[config.mk]
export PLATFORM = sky130hd
export DESIGN_NAME = gpio_wake_ctrl
export DESIGN_NICKNAME = d
export VERILOG_FILES = /design/src/rtl/gwk_pkg.sv /design/src/rtl/gwk_sync.sv /design/src/rtl/gwk_edge.sv /design/src/rtl/gwk_outdrv.sv /design/src/rtl/gpio_wake_ctrl.sv
export SDC_FILE = /design/constraint.sdc
export NUM_CORES = 1
export LEC_CHECK = 0
export BUFFER_PORTS_ARGS = -buffer_cell sky130_fd_sc_hd__clkbuf_2
export CAP_MARGIN = 30
export CORE_ASPECT_RATIO = 2
export CORE_MARGIN = 5
export CORE_UTILIZATION = 61
export CTS_BUF_LIST = sky130_fd_sc_hd__clkbuf_4
export CTS_CLUSTER_SIZE = 24
export DETAILED_ROUTE_END_ITERATION = 16
export HOLD_SLACK_MARGIN = 0.12
export PLACE_DENSITY = 0.93
export SLEW_MARGIN = 20
export SYNTH_ARGS = -nofsm -noshare
export SYNTH_HDL_FRONTEND = slang
export SYNTH_HIERARCHICAL = 1
export SYNTH_SLANG_ARGS = --single-unit
[constraint.sdc]
create_clock -name clk -period 1.4 [get_ports clk]
set_input_delay 0.14 -clock clk [delete_from_list [all_inputs] [get_ports clk]]
set_output_delay 0.14 -clock clk [all_outputs]
set_load 0.02 [all_outputs]
[src/rtl/gwk_pkg.sv]
package gwk_pkg;
    localparam int unsigned GA_W   = 8;
    localparam int unsigned GB_W   = 4;
    localparam int unsigned PIN_W  = GA_W + GB_W;
    localparam int unsigned ADDR_W = 4;
    localparam int unsigned DATA_W = 8;
    localparam int unsigned BE_N   = 2;

    localparam logic [ADDR_W-1:0] A_STS_A  = 4'h0;
    localparam logic [ADDR_W-1:0] A_STS_B  = 4'h1;
    localparam logic [ADDR_W-1:0] A_EN_A   = 4'h2;
    localparam logic [ADDR_W-1:0] A_EN_B   = 4'h3;
    localparam logic [ADDR_W-1:0] A_POL_A  = 4'h4;
    localparam logic [ADDR_W-1:0] A_POL_B  = 4'h5;
    localparam logic [ADDR_W-1:0] A_MODE   = 4'h6;
    localparam logic [ADDR_W-1:0] A_OUTCTL = 4'h7;
    localparam logic [ADDR_W-1:0] A_AGG    = 4'h8;
    localparam logic [ADDR_W-1:0] A_DAT_A  = 4'h9;
    localparam logic [ADDR_W-1:0] A_DAT_B  = 4'hA;

    typedef struct packed {
        logic [GA_W-1:0] sts_a;
        logic [GB_W-1:0] sts_b;
        logic [GA_W-1:0] en_a;
        logic [GB_W-1:0] en_b;
        logic [GA_W-1:0] pol_a;
        logic [GB_W-1:0] pol_b;
        logic [BE_N-1:0] mode;
        logic [BE_N-1:0] agg;
        logic            gen;
        logic            act_hi;
        logic            push_pull;
    } gwk_state_t;
endpackage

[src/rtl/gwk_sync.sv]
module gwk_sync #(
    parameter int unsigned W      = 12,
    parameter int unsigned STAGES = 2
) (
    input  logic         clk,
    input  logic         rst_n,
    input  logic [W-1:0] din,
    output logic [W-1:0] dout
);
    logic [W-1:0] stage_q [STAGES];

    generate
        for (genvar s = 0; s < STAGES; s++) begin : g_stage
            always_ff @(posedge clk or negedge rst_n) begin
                if (!rst_n) begin
                    stage_q[s] <= '0;
                end else if (s == 0) begin
                    stage_q[s] <= din;
                end else begin
                    stage_q[s] <= stage_q[(s == 0) ? 0 : s-1];
                end
            end
        end
    endgenerate

    assign dout = stage_q[STAGES-1];
endmodule

[src/rtl/gwk_edge.sv]
module gwk_edge #(
    parameter int unsigned W = 12
) (
    input  logic         clk,
    input  logic         rst_n,
    input  logic [W-1:0] lvl,
    input  logic [W-1:0] pol,
    input  logic [W-1:0] both,
    output logic [W-1:0] hit,
    output logic [W-1:0] chg
);
    logic [W-1:0] prev_d, prev_q;

    always_comb begin
        prev_d = lvl;
    end

    always_ff @(posedge clk or negedge rst_n) begin
        if (!rst_n) prev_q <= '0;
        else        prev_q <= prev_d;
    end

    generate
        for (genvar i = 0; i < W; i++) begin : g_pin
            always_comb begin
                chg[i] = lvl[i] ^ prev_q[i];
                if (both[i])     hit[i] = chg[i];
                else if (pol[i]) hit[i] = ~lvl[i] & prev_q[i];
                else             hit[i] = lvl[i] & ~prev_q[i];
            end
        end
    endgenerate

    AST_HIT_NEEDS_CHANGE: assert property (@(posedge clk) disable iff (!rst_n)
        (hit & ~(lvl ^ $past(lvl))) == '0)
        else $error("hit without a level change");
endmodule

[src/rtl/gwk_outdrv.sv]
module gwk_outdrv (
    input  logic clk,
    input  logic rst_n,
    input  logic active,
    input  logic act_hi,
    input  logic push_pull,
    output logic evt_o,
    output logic evt_oe_o
);
    always_comb begin
        if (push_pull) begin
            evt_oe_o = 1'b1;
            evt_o    = active ? act_hi : ~act_hi;
        end else begin
            evt_oe_o = active;
            evt_o    = act_hi;
        end
    end

    AST_OD_FLOATS_IDLE: assert property (@(posedge clk) disable iff (!rst_n)
        (!push_pull && !active) |-> !evt_oe_o)
        else $error("open-drain output driven while idle");
    AST_PP_ALWAYS_DRIVEN: assert property (@(posedge clk) disable iff (!rst_n)
        push_pull |-> evt_oe_o)
        else $error("push-pull output not driven");
endmodule

[src/rtl/gpio_wake_ctrl.sv]
module gpio_wake_ctrl
    import gwk_pkg::*;
#(
    parameter int unsigned SYNC_STAGES = 2,
    parameter int unsigned BE_PIN0     = 1,
    parameter int unsigned BE_PIN1     = 2
) (
    input  logic              clk,
    input  logic              rst_n,
    input  logic [PIN_W-1:0]  pin_i,
    input  logic [ADDR_W-1:0] reg_addr,
    input  logic [DATA_W-1:0] reg_wdata,
    input  logic              reg_we,
    input  logic              reg_re,
    output logic [DATA_W-1:0] reg_rdata,
    output logic              evt_o,
    output logic              evt_oe_o
);
    localparam int unsigned BE_IDX0 = GA_W + BE_PIN0;
    localparam int unsigned BE_IDX1 = GA_W + BE_PIN1;

    gwk_state_t st_d, st_q;
    logic [PIN_W-1:0] lvl, hit, chg, be_sel, pol_all;
    logic [GA_W-1:0]  clr_a;
    logic [GB_W-1:0]  clr_b;
    logic [BE_N-1:0]  clr_agg, agg_hit;
    logic             evt_active;

    gwk_sync #(.W(PIN_W), .STAGES(SYNC_STAGES)) u_sync (
        .clk(clk), .rst_n(rst_n), .din(pin_i), .dout(lvl)
    );

    always_comb begin
        be_sel          = '0;
        be_sel[BE_IDX0] = st_q.mode[0];
        be_sel[BE_IDX1] = st_q.mode[1];
        pol_all         = {st_q.pol_b, st_q.pol_a};
    end

    gwk_edge #(.W(PIN_W)) u_edge (
        .clk(clk), .rst_n(rst_n), .lvl(lvl), .pol(pol_all),
        .both(be_sel), .hit(hit), .chg(chg)
    );

    always_comb begin
        st_d    = st_q;
        clr_a   = (reg_we && reg_addr == A_STS_A) ? reg_wdata : '0;
        clr_b   = (reg_we && reg_addr == A_STS_B) ? reg_wdata[GB_W-1:0] : '0;
        clr_agg = (reg_we && reg_addr == A_AGG) ? reg_wdata[BE_N-1:0] : '0;
        agg_hit = {chg[BE_IDX1], chg[BE_IDX0]};

        st_d.sts_a = (st_q.sts_a & ~clr_a) | hit[GA_W-1:0];
        st_d.sts_b = (st_q.sts_b & ~clr_b) | hit[PIN_W-1:GA_W];
        st_d.agg   = (st_q.agg & ~clr_agg) | agg_hit;

        if (reg_we) begin
            case (reg_addr)
                A_EN_A:   st_d.en_a  = reg_wdata;
                A_EN_B:   st_d.en_b  = reg_wdata[GB_W-1:0];
                A_POL_A:  st_d.pol_a = reg_wdata;
                A_POL_B:  st_d.pol_b = reg_wdata[GB_W-1:0];
                A_MODE:   st_d.mode  = reg_wdata[BE_N-1:0];
                A_OUTCTL: begin
                    st_d.gen       = reg_wdata[0];
                    st_d.act_hi    = reg_wdata[1];
                    st_d.push_pull = reg_wdata[7];
                end
                default: ;
            endcase
        end
    end

    always_ff @(posedge clk or negedge rst_n) begin
        if (!rst_n) st_q <= '0;
        else        st_q <= st_d;
    end

    always_comb begin
        reg_rdata = '0;
        if (reg_re) begin
            case (reg_addr)
                A_STS_A:  reg_rdata = st_q.sts_a;
                A_STS_B:  reg_rdata = {{(DATA_W-GB_W){1'b0}}, st_q.sts_b};
                A_EN_A:   reg_rdata = st_q.en_a;
                A_EN_B:   reg_rdata = {{(DATA_W-GB_W){1'b0}}, st_q.en_b};
                A_POL_A:  reg_rdata = st_q.pol_a;
                A_POL_B:  reg_rdata = {{(DATA_W-GB_W){1'b0}}, st_q.pol_b};
                A_MODE:   reg_rdata = {{(DATA_W-BE_N){1'b0}}, st_q.mode};
                A_OUTCTL: reg_rdata = {st_q.push_pull, 5'b0, st_q.act_hi, st_q.gen};
                A_AGG:    reg_rdata = {{(DATA_W-BE_N){1'b0}}, st_q.agg};
                A_DAT_A:  reg_rdata = lvl[GA_W-1:0] ^ st_q.pol_a;
                A_DAT_B:  reg_rdata = {{(DATA_W-GB_W){1'b0}}, lvl[PIN_W-1:GA_W] ^ st_q.pol_b};
                default:  reg_rdata = '0;
            endcase
        end
    end

    assign evt_active = st_q.gen &
        (|({st_q.sts_b, st_q.sts_a} & {st_q.en_b, st_q.en_a}));

    gwk_outdrv u_out (
        .clk(clk), .rst_n(rst_n), .active(evt_active), .act_hi(st_q.act_hi),
        .push_pull(st_q.push_pull), .evt_o(evt_o), .evt_oe_o(evt_oe_o)
    );

    AST_STS_ONLY_BY_EDGE: assert property (@(posedge clk) disable iff (!rst_n)
        ({st_q.sts_b, st_q.sts_a} & ~$past({st_q.sts_b, st_q.sts_a}) & ~$past(hit)) == '0)
        else $error("status set without an edge");
    AST_STS_STICKY: assert property (@(posedge clk) disable iff (!rst_n)
        ((~st_q.sts_a & $past(st_q.sts_a)) != '0) |->
        ($past(reg_we) && $past(reg_addr) == A_STS_A))
        else $error("status A bit dropped without a clear write");
    AST_W1C_CLEARS: assert property (@(posedge clk) disable iff (!rst_n)
        ($past(reg_we) && $past(reg_addr) == A_STS_A) |->
        ((st_q.sts_a & $past(reg_wdata) & ~$past(hit[GA_W-1:0])) == '0))
        else $error("write-one did not clear status A");
    AST_EDGE_BEATS_CLEAR: assert property (@(posedge clk) disable iff (!rst_n)
        ((st_q.sts_a & $past(hit[GA_W-1:0])) == $past(hit[GA_W-1:0])))
        else $error("edge lost against a clear");
    AST_AGG_LATCHES: assert property (@(posedge clk) disable iff (!rst_n)
        $past(chg[BE_IDX0]) |-> st_q.agg[0])
        else $error("aggregate bit missed a transition");
endmodule

== Yosys cells after proc, flatten, opt, wreduce, memory -nomap -nowiden ==
Index checks and enable logic that the tools add are counted.

* Memories kept: 0
* Latch bits: 0
* Register bits after elaboration: 79
* Input port bits: 28
* Bits in writable memories: 0
* Memory bits (read-only): 0
* Output and inout bits: 10

* Multipliers: 0
* Order comparisons: 0
* Shift operators: 0
* Reductions and logical operators: 11
* Eq/ne operators: 10
* Div/mod/pow operators: 0
* Bitwise gates (word level): 64
* Add/sub/neg operators: 0
* Muxes and demuxes: 22

{| class="wikitable"
|+ Operators with widths
! operator !! count
|-
| one-hot mux 8 bit (11 select lines) || 1
|-
| bitwise AND 1 bit || 25
|-
| inverter 1 bit || 25
|-
| two-way mux 1 bit || 17
|-
| equality test 4 x 3 -> 1 bit, second input constant || 4
|-
| two-way mux 8 bit || 2
|-
| bitwise AND 12 bit || 1
|-
| equality test 4 bit, second input constant || 3
|-
| AND reduction 2 bit || 6
|-
| OR reduction 12 bit || 1
|-
| bitwise AND 8 bit || 1
|-
| equality test 4 x 2 -> 1 bit, second input constant || 2
|-
| inverter 8 bit || 1
|-
| bitwise OR 8 bit || 1
|-
| bitwise XOR 8 bit || 1
|-
| bitwise AND 4 bit || 1
|-
| equality test 4 x 1 -> 1 bit, second input constant || 1
|-
| logical NOT 4 bit || 1
|-
| two-way mux 4 bit || 1
|-
| inverter 4 bit || 1
|-
| bitwise OR 4 bit || 1
|-
| bitwise XOR 4 bit || 1
|-
| logical AND 1 bit || 3
|-
| bitwise AND 2 bit || 1
|-
| 4 further kinds || 5
|}

== Logic depth before layout (Yosys ltp) ==
* Word-level depth: 6
* Gate-level depth with buffers: 6

== By module ==
The synthesis kept the hierarchy.

{| class="wikitable"
|+ By module, submodules not included
! module !! times used !! area each (um^2) !! cells each
|-
| gpio_wake_ctrl || 1 || 2501.1 || 225
|-
| gwk_edge || 1 || 975.9 || 96
|-
| gwk_sync || 1 || 690.7 || 36
|-
| gwk_outdrv || 1 || 36.3 || 3
|}

== Worst setup path before layout ==
OpenSTA, ideal clock, no wires.

* Path type: reg2out
* From: register st_q[40] in the netlist's numbering
* To: output port evt_o
* Path buffers: 0
* Setup slack: -48 ps
* Stages on the path, launching flop included: 6
* Arrival: 1308 ps
* Cell sequence: dfrtp_1 -> a22o_1 -> a221oi_1 -> a31oi_1 -> nand2b_4 -> xnor2_2

* Cells in the longest elaborated chain, start to end: 5

{| class="wikitable"
|+ RTL lines
! element !! line !! source
|-
| from (decl) || gpio_wake_ctrl.sv:22 || <nowiki>gwk_state_t st_d, st_q;</nowiki>
|-
| from (signal assigned) || gpio_wake_ctrl.sv:75 || <nowiki>else st_q <= st_d;</nowiki>
|-
| bitwise AND 12 bit || gpio_wake_ctrl.sv:99 || <nowiki>(|({st_q.sts_b, st_q.sts_a} & {st_q.en_b, st_q.en_a}));</nowiki>
|-
| OR reduction 12 bit || gpio_wake_ctrl.sv:99 ||
|-
| bitwise AND 1 bit || gpio_wake_ctrl.sv:98 || <nowiki>assign evt_active = st_q.gen &</nowiki>
|-
| net evt_active || gpio_wake_ctrl.sv:27 || <nowiki>logic evt_active;</nowiki>
|-
| two-way mux 1 bit || gwk_outdrv.sv:13 || <nowiki>evt_o = active ? act_hi : ~act_hi;</nowiki>
|-
| two-way mux 1 bit || gwk_outdrv.sv:11 || <nowiki>if (push_pull) begin</nowiki>
|-
| to (decl) || gpio_wake_ctrl.sv:16 || <nowiki>output logic evt_o,</nowiki>
|}

The timed path passes the listed nets, and every way through them passes these cells.

== Final worst setup path ==
* From: register st_q[37] in the netlist's numbering
* To: output port reg_rdata[2]

* Cells in the longest elaborated chain, start to end: 2

{| class="wikitable"
|+ RTL lines
! element !! line !! source
|-
| one-hot mux 8 bit (11 select lines) || gpio_wake_ctrl.sv:81 || <nowiki>case (reg_addr)</nowiki>
|-
| two-way mux 8 bit || gpio_wake_ctrl.sv:80 || <nowiki>if (reg_re) begin</nowiki>
|-
| to (decl) || gpio_wake_ctrl.sv:15 || <nowiki>output logic [DATA_W-1:0] reg_rdata,</nowiki>
|}

Every way passes these cells.

==> results.sh <==
export IMPL_grt_pass1_wl_mm=17.02
export IMPL_setup_violations=10
export IMPL_postLayoutCellArea_um2=5301
export IMPL_dieArea_um2=8684
export IMPL_cap_violations=0
export IMPL_cts_root_buf="clkbuf_4"
export IMPL_rsz0062_at_grt="true"
export IMPL_drv_slew=0
export IMPL_power_leakage_nw=2.527
export IMPL_fin_crit_sh=1.506
export IMPL_num_antenna_cells=0
export IMPL_via_per_inst=5.785
export IMPL_violations="setup timing"
export IMPL_yosysWarnings=6
export IMPL_multi_input_area_um2=2032
export IMPL_drtAntennaViolNets=0
export IMPL_firstDrtPassIters=4
export IMPL_path_clk_slew_ps=120
export IMPL_fmax_mhz=474.4
export IMPL_antenna_found_initial=0
export IMPL_cts_sinks=79
export IMPL_crit_path_end_kind="output pin"
export IMPL_htreeDepth=3
export IMPL_cts_made_buffers=9
export IMPL_drive_gt1_frac=0.3715
export IMPL_grt_remaining_overflow=0
export IMPL_finalWeightedCongestion=0.9483
export IMPL_placed_area_um2=4766
export IMPL_holdWs_ps=145.5
export IMPL_finalHoldViolCount=0
export IMPL_routedWlPerCell_um=19.50
export IMPL_synth_area_um2=4166
export IMPL_synthCells=350
export IMPL_grt_pass1_vias=3387
export IMPL_start_kind="flip-flop"
export IMPL_n_fill_cell=395
export IMPL_drt_iter0_drc=258
export IMPL_arrival_ps=1970
export IMPL_cp_required_ps=1260
export IMPL_start_util=0.6293
export IMPL_grt_max_degree=31
export IMPL_port_buffers=37
export IMPL_num_rows=42
export IMPL_fin_skew_ps=18.05
export IMPL_fin_util=0.8006
export IMPL_clkLatencyLatePin_ps=420
export IMPL_crit_fanout=3
export IMPL_powerDensity_nw_per_um2=1022
export IMPL_grt_usage=0.2711
export IMPL_route_vias_total=3234
export IMPL_core_area_um2=6621
export IMPL_hp_class="input pin to flip-flop"
export IMPL_status="complete, but fails checks"
export IMPL_worstSetupPathType="flip-flop to output pin"
export IMPL_syn2layout_area_growth_pct=27.24
export IMPL_die_w_um=68.44
export IMPL_fin_ws_ps=-707.9
export IMPL_fin_nets=519
export IMPL_tritoncts="done"
export IMPL_clk_path_buf_depth=2
export IMPL_die_y_um=126.9
export IMPL_drc=0
export IMPL_routed_wl_mm=10.90
export IMPL_avgSynthCellArea_um2=11.90
export IMPL_io_pin_count=38
export IMPL_ir_drop_uv=842.2
export IMPL_regArea_um2=1981
export IMPL_hpwl_mm=7.424
export IMPL_fin_crit_ps=2108
==> worst paths after layout <==
kind                                         start         endpoint  slack, ps  depth (start not counted)
min in group asynchronous                    rst_n          st_q[0]        160                          2
worst max-delay path                      st_q[37]     reg_rdata[2]       -710                          7
worst min-delay path                  reg_wdata[1]         st_q[32]        150                          3
max in group asynchronous                    rst_n         st_q[32]        710                          3
worst min register to register  u_sync/stage_q[22]  u_sync/dout[10]        350                          0
worst max register to register      u_sync/dout[5]         st_q[40]        100                          5
==> metal layers <==
metal / track usage / wire length (um)
met3: 0.04867 / 498
met1: 0.2913 / 3763
met5: 0 / 0
met4: 0.1770 / 704
met2: 0.4620 / 5936
==> power by group <==
part	switching (W)	internal (W)
clock network	0.000757	0.000362
registers	0.000282	0.00254
logic	0.000637	0.000841
total	0.00168	0.00374
==> state kept, by name, indices dropped and copies added, names as in the netlist <==
name	cells
u_edge/prev_q	12
pol_all	12
u_sync/stage_q	12
be_sel	2
u_sync/dout	12
st_q	29
==> final cells by class <==
type | instances | share of cell area
inverter | 28 | 0.01983
clock inverter | 5 | 0.004956
tap | 88 | 0.02077
clock buffer | 10 | 0.01416
timing repair buffer | 123 | 0.1834
sequential | 79 | 0.3736
multi-input combinational | 226 | 0.3833
==> metrics by stage <==
stage | TNS [ps] | std cells | setup WS [ps] | total power [W]
after floorplan | -153.5 | 359 | -42.20 | 0.003546
after global placement | -5374 | 513 | -248.6 | 0.004003
after detailed placement | -5648 | 513 | -242.0 | 0.004055
after CTS | -3872 | 558 | -639.7 | 0.005332
after global routing | -4647 | 559 | -756.8 | 0.005664
final | -4041 | 559 | -707.9 | 0.005420
==> critical path: stages (launching register included) <==
cell,delay (ps)
dfrtp_1,440
buf_4,140
nor3b_2,150
buf_4,130
a31oi_1,30
or3_1,340
a41oi_2,160
clkbuf_8,170
==> layout by cell type (no fill, tap or decap), drive strengths merged, types with 3 or more instances in the layout <==
| cell | instances |
|---|---|
| dfrtp | 79 |
| nor3b | 5 |
| buf | 75 |
| o21ai | 7 |
| nand2 | 19 |
| dlygate4sd3 | 20 |
| a31oi | 5 |
| a22o | 4 |
| clkinv | 5 |
| mux2 | 30 |
| nor2b | 3 |
| clkbuf | 38 |
| nand2b | 4 |
| a21o | 14 |
| inv | 28 |
| ha | 24 |
| a21oi | 8 |
| a32oi | 4 |
| mux2i | 29 |
| nor2 | 12 |
| a221oi | 3 |
| conb | 10 |
| and3 | 3 |
| xor2 | 8 |
| and2 | 6 |
| a22oi | 7 |
==> repair_timing <==
item / CTS / global route
buffers inserted: 10 / 2
pin swaps: 10 / 8
gates resized for setup: 27 / 18
endpoints found under the hold margin: 118 / 0
setup endpoints to repair: 10 / 10
hold buffers: 20 / 0
gates cloned: 0 / 0
(Power assumes the default switching activity.)
